--- src/rtl/irq_agg_pkg.sv ---
package irq_agg_pkg;
    typedef enum logic [2:0] {
        SEL_TARGET = 3'd0,
        SEL_MASK   = 3'd1,
        SEL_REQ    = 3'd2,
        SEL_PEND   = 3'd3,
        SEL_LEVEL  = 3'd4
    } reg_sel_e;
endpackage

--- src/rtl/irq_edge_sync.sv ---
module irq_edge_sync #(
    parameter int N = 11
) (
    input  logic         clk,
    input  logic         rst_n,
    input  logic [N-1:0] lines_in,
    output logic [N-1:0] level,
    output logic [N-1:0] rise,
    output logic [N-1:0] change
);
    typedef struct packed {
        logic [N-1:0] s1;
        logic [N-1:0] s2;
        logic [N-1:0] prev;
    } sync_t;

    sync_t st_d, st_q;

    always_comb begin
        st_d      = st_q;
        st_d.s1   = lines_in;
        st_d.s2   = st_q.s1;
        st_d.prev = st_q.s2;
    end

    always_ff @(posedge clk) begin
        if (!rst_n) st_q <= '0;
        else        st_q <= st_d;
    end

    assign level  = st_q.s2;
    assign change = st_q.s2 ^ st_q.prev;
    assign rise   = st_q.s2 & ~st_q.prev;

    // cycles since reset, so the latency check never looks across reset
    logic [1:0] warm_q;
    always_ff @(posedge clk) begin
        if (!rst_n)               warm_q <= '0;
        else if (warm_q != 2'd3)  warm_q <= warm_q + 2'd1;
    end


    sync_latency_chk: assert property (@(posedge clk) disable iff (!rst_n)
        (warm_q == 2'd3) |-> (level == $past(lines_in, 2)));
endmodule

--- src/rtl/irq_reg_file.sv ---
module irq_reg_file
    import irq_agg_pkg::*;
#(
    parameter int           N    = 11,
    parameter int           DW   = 32,
    parameter int           AW   = 3,
    parameter logic [N-1:0] IMPL = 11'h5ff
) (
    input  logic          clk,
    input  logic          rst_n,
    input  logic          wr,
    input  logic          rd,
    input  logic [AW-1:0] addr,
    input  logic [DW-1:0] wdata,
    output logic [DW-1:0] rdata,
    input  logic [N-1:0]  level,
    input  logic [N-1:0]  rise,
    input  logic [N-1:0]  change,
    output logic [DW-1:0] target,
    output logic          event_any
);
    typedef struct packed {
        logic [DW-1:0] target;
        logic [N-1:0]  mask;
        logic [N-1:0]  req;
        logic [N-1:0]  pend;
    } regs_t;

    regs_t st_d, st_q;

    logic [N-1:0] ev_req, ev_pend;
    logic         rd_req, rd_pend;

    always_comb begin
        ev_req  = rise   & st_q.mask & IMPL;
        ev_pend = change & st_q.mask & IMPL;
        rd_req  = rd && (addr == AW'(SEL_REQ));
        rd_pend = rd && (addr == AW'(SEL_PEND));

        st_d = st_q;
        if (wr && addr == AW'(SEL_TARGET)) st_d.target = wdata;
        if (wr && addr == AW'(SEL_MASK))   st_d.mask   = wdata[N-1:0] & IMPL;
        st_d.req  = (rd_req  ? '0 : st_q.req)  | ev_req;
        st_d.pend = (rd_pend ? '0 : st_q.pend) | ev_pend;

        rdata = '0;
        if (rd) begin
            case (addr)
                AW'(SEL_TARGET): rdata = st_q.target;
                AW'(SEL_MASK):   rdata = DW'(st_q.mask);
                AW'(SEL_REQ):    rdata = DW'(st_q.req);
                AW'(SEL_PEND):   rdata = DW'(st_q.pend);
                AW'(SEL_LEVEL):  rdata = DW'(level);
                default:         rdata = '0;
            endcase
        end
    end

    always_ff @(posedge clk) begin
        if (!rst_n) st_q <= '0;
        else        st_q <= st_d;
    end

    assign target    = st_q.target;
    assign event_any = |ev_pend;


    req_clear_chk: assert property (@(posedge clk) disable iff (!rst_n)
        (rd_req && rise == '0) |=> (st_q.req == '0));


    pend_clear_chk: assert property (@(posedge clk) disable iff (!rst_n)
        (rd_pend && change == '0) |=> (st_q.pend == '0));


    req_masked_chk: assert property (@(posedge clk) disable iff (!rst_n)
        ((st_q.req & ~$past(st_q.req) & ~$past(st_q.mask)) == '0));


    req_fall_chk: assert property (@(posedge clk) disable iff (!rst_n)
        (!rd_req && rise == '0) |=> (st_q.req == $past(st_q.req)));
endmodule

--- src/rtl/irq_msg_port.sv ---
module irq_msg_port #(
    parameter int DW = 32
) (
    input  logic          clk,
    input  logic          rst_n,
    input  logic          event_any,
    input  logic [DW-1:0] payload,
    output logic          valid,
    input  logic          ready,
    output logic [DW-1:0] data
);
    typedef struct packed {
        logic          valid;
        logic [DW-1:0] data;
    } msg_t;

    msg_t st_d, st_q;
    logic waiting;

    always_comb begin
        waiting = st_q.valid && !ready;
        st_d    = st_q;
        if (waiting) begin
            st_d.valid = 1'b1;          // later changes merge into this one
        end else if (event_any) begin
            st_d.valid = 1'b1;
            st_d.data  = payload;
        end else begin
            st_d.valid = 1'b0;
        end
    end

    always_ff @(posedge clk) begin
        if (!rst_n) st_q <= '0;
        else        st_q <= st_d;
    end

    assign valid = st_q.valid;
    assign data  = st_q.data;


    msg_hold_chk: assert property (@(posedge clk) disable iff (!rst_n)
        (valid && !ready) |=> (valid && $stable(data)));


    msg_raise_chk: assert property (@(posedge clk) disable iff (!rst_n)
        event_any |=> valid);


    msg_drop_chk: assert property (@(posedge clk) disable iff (!rst_n)
        (valid && ready && !event_any) |=> !valid);
endmodule

--- src/rtl/irq_msg_aggregator.sv ---
module irq_msg_aggregator #(
    parameter int           N    = 11,
    parameter int           DW   = 32,
    parameter int           AW   = 3,
    parameter logic [N-1:0] IMPL = 11'h5ff
) (
    input  logic          clk,
    input  logic          rst_n,
    input  logic [N-1:0]  irq_lines,
    input  logic          reg_wr,
    input  logic          reg_rd,
    input  logic [AW-1:0] reg_addr,
    input  logic [DW-1:0] reg_wdata,
    output logic [DW-1:0] reg_rdata,
    output logic          msg_valid,
    input  logic          msg_ready,
    output logic [DW-1:0] msg_data
);
    logic [N-1:0]  level, rise, change;
    logic [DW-1:0] target;
    logic          event_any;

    irq_edge_sync #(.N(N)) u_sync (
        .clk      (clk),
        .rst_n    (rst_n),
        .lines_in (irq_lines),
        .level    (level),
        .rise     (rise),
        .change   (change)
    );

    irq_reg_file #(.N(N), .DW(DW), .AW(AW), .IMPL(IMPL)) u_regs (
        .clk       (clk),
        .rst_n     (rst_n),
        .wr        (reg_wr),
        .rd        (reg_rd),
        .addr      (reg_addr),
        .wdata     (reg_wdata),
        .rdata     (reg_rdata),
        .level     (level),
        .rise      (rise),
        .change    (change),
        .target    (target),
        .event_any (event_any)
    );

    irq_msg_port #(.DW(DW)) u_msg (
        .clk       (clk),
        .rst_n     (rst_n),
        .event_any (event_any),
        .payload   (target),
        .valid     (msg_valid),
        .ready     (msg_ready),
        .data      (msg_data)
    );
endmodule

--- config.mk ---
export PLATFORM = sky130hd
export DESIGN_NAME = irq_msg_aggregator
export DESIGN_NICKNAME = d
export VERILOG_FILES = /design/src/rtl/irq_agg_pkg.sv /design/src/rtl/irq_edge_sync.sv /design/src/rtl/irq_reg_file.sv /design/src/rtl/irq_msg_port.sv /design/src/rtl/irq_msg_aggregator.sv
export SDC_FILE = /design/constraint.sdc
export NUM_CORES = 1
export LEC_CHECK = 0
export BUFFER_PORTS_ARGS = -buffer_cell sky130_fd_sc_hd__buf_4
export CAP_MARGIN = 30
export CORE_UTILIZATION = 55
export CTS_CLUSTER_SIZE = 12
export DETAILED_ROUTE_END_ITERATION = 8
export PLACE_DENSITY = 0.77
export SETUP_SLACK_MARGIN = 0.15
export SYNTH_ARGS = -nofsm -noshare
export SYNTH_HDL_FRONTEND = slang
export SYNTH_HIERARCHICAL = 1
export SYNTH_SLANG_ARGS = --single-unit
export TNS_END_PERCENT = 10
--- constraint.sdc ---
create_clock -name clk -period 2.1 [get_ports clk]
set_input_delay 0.42 -clock clk [delete_from_list [all_inputs] [get_ports clk]]
set_output_delay 0.42 -clock clk [all_outputs]
set_load 0.01 [all_outputs]
== Yosys cells after proc, flatten, opt, wreduce, memory -nomap -nowiden ==
Index checks and enable logic that the tools add are counted.

* Output and inout port bits: 65
* Register bits: 130
* Logic and storage cells: 36
* Input bits: 51

* Reduce and logical (&&, ||, !) cells: 9
* Bitwise logic cells: 8
* Eq/ne operators: 4
* Muxes and demuxes: 6

{| class="wikitable"
|+ Operators with widths
! kind !! count
|-
| 32-bit case mux with 5 select lines || 1
|-
| 11-bit AND || 3
|-
| 32-bit two-way mux || 1
|-
| 11-bit two-way mux || 2
|-
| 11-bit OR || 2
|-
| 11-bit NOT || 1
|-
| 11-bit bitwise XOR || 1
|-
| 10-bit OR reduction || 1
|-
| 3-bit by 2-bit equality test with 1-bit output, second input constant || 2
|-
| 1-bit logical AND || 5
|-
| 3-bit by 1-bit equality test with 1-bit output, second input constant || 1
|-
| 3-bit equality test, second input constant || 1
|-
| 3-bit zero test || 1
|-
| 1-bit two-way mux || 2
|-
| 2-bit AND reduction || 1
|-
| 1-bit zero test || 1
|-
| 1-bit NOT || 1
|}

== Logic depth before layout (Yosys ltp) ==
* Depth in word-level cells: 5
* Gate-level depth with buffers: 10
* Depth with buffers taken out: 8

== By module ==
Netlist, hierarchy kept.

{| class="wikitable"
|+ Modules (own cells, without submodules)
! module !! area an instance (µm²) !! times used !! cells each
|-
| irq_reg_file || 3,384.5 || 1 || 399
|-
| irq_msg_port || 1,356.3 || 1 || 143
|-
| irq_edge_sync || 1,226.2 || 1 || 113
|}

== Least setup slack after synthesis ==
Ideal clock, no wire load.

* Kind: input-to-output
* Start: input reg_addr[0]
* End: output reg_rdata[0]
* Required time: 1.680 ns
* Arrival time: 1.463 ns
* Stages on the path: 5
* Path buffers: 2
* Slack: 0.217 ns
* Cell sequence: buf_2 -> or2_1 -> buf_2 -> a21boi_4 -> o31a_1

* Cells in the longest elaborated chain, start to end: 3

{| class="wikitable"
|+ RTL lines
! item !! RTL line !! source
|-
| from (decl) || irq_msg_aggregator.sv:12 || <nowiki>input logic [AW-1:0] reg_addr,</nowiki>
|-
| 3-bit equality test, or another cell as far along || irq_reg_file.sv:48 || <nowiki>case (addr)</nowiki>
|-
| 32-bit case mux with 5 select lines * || irq_reg_file.sv:48 ||
|-
| 32-bit two-way mux * || irq_reg_file.sv:47 || <nowiki>if (rd) begin</nowiki>
|-
| to (decl) || irq_msg_aggregator.sv:14 || <nowiki>output logic [DW-1:0] reg_rdata,</nowiki>
|}

Every way passes the cells marked *; elsewhere a longest branch is shown, timed or not.

== Worst setup path in the final report ==
* Start: input reg_addr[1]
* End: output reg_rdata[6]

Same word-level chain as after synthesis.

==> summary.txt <==
Finish
  – P&R area growth vs syn: 27.44%
  – ANT cells: 0
  – Layout cells sized above 1: 33.64%
  – Footprint of the multi-input gates: 2753 sq um
  – Non-filler cells, final: 891
  – Fillers: between 700 and 800
  – Most common cell after layout, fill and taps aside: buf_4
  – Register area: between 2000 and 3000 sq um
  – Most frequent cells in the layout: buf_4, nand2_1, dfxtp_1
  – Fin util: 72.74%
  – Nets: 803

Setup path
  – Worst path slowest cell: or2_4
  – Arrival time worst endpoint: 1.58 ns
  – CP delay by family, top: simple AND/OR/NAND/NOR gates
  – Reg2reg start: u_sync/st_q[5]
  – Crit-path cells: buf_4 > or2_4 > buf_4 > nor3b_4 > o31a_1 > buf_6
  – FF-to-FF setup slack: 0.14 ns
  – CP Data Required Time: 1.68 ns
  – Crit. End Element: primary output
  – Worst-case reg-to-reg path depth: 9
  – Buf/Inv on CP: 3
  – Critical path class: input pin to primary output
  – Crit path launch: reg_addr[1]
  – CP startpoint kind: input pin
  – Crit path depth: 6
  – Cell mode on critical path: buf_4
  – Crit Path Max Fanout: 9
  – Worst path max stage delay: 0.31 ns

Timing
  – Fin Hold WS: 0.1190 ns
  – TNS Setup: 0 ns
  – Max frequency: 500.0 MHz
  – Final min period: between 2 and 2.5 ns
  – Slew @ Worst Pin: roughly 0.46 ns
  – Slew Viols, Final: 0
  – Final setup viols: 0
  – Worst Skew: 0.007590 ns
  – Relative slew margins: a little under 70%
  – Number of hold violations in the final report: 0
  – Final period util: 95.25%
  – RSZ-0062 raised after global routing: true

Drt
  – Post-route ant nets: 0
  – Pre-antenna DRT Iters: 5
  – Wire per inst: 15.17 um
  – Number of DRC markers in iteration 0: 277
  – Total number of vias: 4,664
  – Final routed DRC violation total: 0
  – DR vias/cell: between 5 and 6
  – Final wirelength: ~14,000 um

Hold path
  – Hold Startpoint: irq_lines[6]
  – Hold Path Class: input pin to flop
  – Hold Path Depth: 2

Global route
  – Via count of the first global-routing pass: 4,480
  – First-pass GRT wire length: 21,300 um
  – Gr usage total: 24.28%
  – GRT overflow: 0
  – Largest net degree at the start of global routing: 59
  – Initial antenna violation count: 0

Power
  – Leak pwr: 3.056 nW
  – P_sw: 0.001254 W
  – Gate power share: under 10%
  – Maximum vdd drop: 0.5043 mV
  – PD cells: 829.3 nW/um^2
  – Power, Total: around 0.0063 W
  – Switching share of power: roughly 20%
  – Clock power frac: 53.6%
  – Int Power: 0.005002 W
  – Share of power burned in registers: between 30% and 40%

Synthesis
  – Synth Cell Area: 5919 sq um
  – Yosys warns: 6
  – Syn avg cell area: 9.107 sq um
  – Syn nets: 711
  – Synth Instances: 650

CTS
  – Clock H-tree levels: 4
  – CTS Sinks: around 130
  – CTS root buf: clkbuf_8
  – CTS Buffer Depth: 2
  – Num CTS Buffers: 17
  – TritonCTS clock tree: yes
  – Clk pin slew, worst setup/hold paths: 0.06 ns
  – Worst skew pair latency: 0.51 ns

Floorplan
  – Initial Util: 57.08%
  – Die area: 11,180 sq um
  – Die Y: 105.7 um
  – Row count: 37
  – Placeable core area: about 10,000 sq um
  – IO Count: 116
  – Die span in x: about 110 um

Outcome
  – Status: completed

Place
  – Placed cells: 854
  – I/O Buffers: 115
  – Dpl hpwl: ~9000 um
  – Final GP Congestion: around 0.85

Run
  – Max Cap Viol: 0
-- area by class of cell --
type | count | share of cell area (%)
clock inverter | 9 | 2.670
timing repair buffer | 160 | 17.30
inverter | 20 | 0.9952
multi-input combinational | 416 | 36.49
clock buffer | 23 | 6.452
sequential | 127 | 33.84
tap | 136 | 2.256
-- worst register-to-register path, stage by stage (launching register included) --
cell and delay, ns:
dfxtp_1 0.31, inv_1 0.04, ha_1 0.26, inv_1 0.05, a22o_1 0.25, a221oi_1 0.24
nand4_1 0.18, nor2b_4 0.20, buf_16 0.17, mux2i_1 0.15
-- worst paths after layout --
| path | end |
|---|---|
| worst min register to register | u_sync/level[2] |
| worst max register to register | u_msg/data[14] |
| worst min-delay path | u_sync/st_d[17] |
| worst max-delay path | reg_rdata[6] |
-- metal layers --
| layer | vias to the layer above | global-route usage, % | wire length, um | share of wire (%) |
|---|---|---|---|---|
| li1 | 2282 | - | - | - |
| met1 | 2214 | 29.72 | 5995 | 44 |
| met2 | 144 | 40.48 | 6574 | 49 |
| met3 | 24 | 5.009 | 653 | 4.8 |
| met4 | 0 | 12.00 | 293 | 2.2 |
| met5 | - | 0 | 0 | 0 |
-- registers in the layout (all words and copies together), names as in the netlist --
name / count
u_msg/data: 32
u_msg/valid: 1
u_regs/st_q: 30
u_regs/target: 32
u_sync/level: 11
u_sync/st_d: 11
u_sync/st_q: 10
-- power groups by stage --
stage | registers [W] | logic, W | clock network (W)
final | 0.00248 | 0.000418 | 0.00335
after global routing | 0.00249 | 0.000451 | 0.00351
after CTS | 0.00248 | 0.000407 | 0.00339
after detailed placement | 0.00253 | 0.000396 | 0
after global placement | 0.00253 | 0.000385 | 0
after floorplan | 0.00253 | 0.000260 | 0
-- repair_timing --
item	CTS	global route
hold buffers	0	0
buffers inserted	1	4
pin swaps	1	5
cloned	0	0
resized for setup	8	18
setup endpoints to repair	53	63
-- metrics by stage --
| step | instance area, sq um | setup slack [ns] |
|---|---|---|
| 2_1_floorplan | 5919 | 0.2173 |
| 3_3_place_gp | 6691 | -0.2001 |
| 3_5_place_dp | 6719 | -0.08278 |
| 4_1_cts | 7452 | 0.09743 |
| 5_1_grt | 7543 | 0.04596 |
| 6_report | 7543 | 0.09985 |
(Power assumes the default switching activity.)
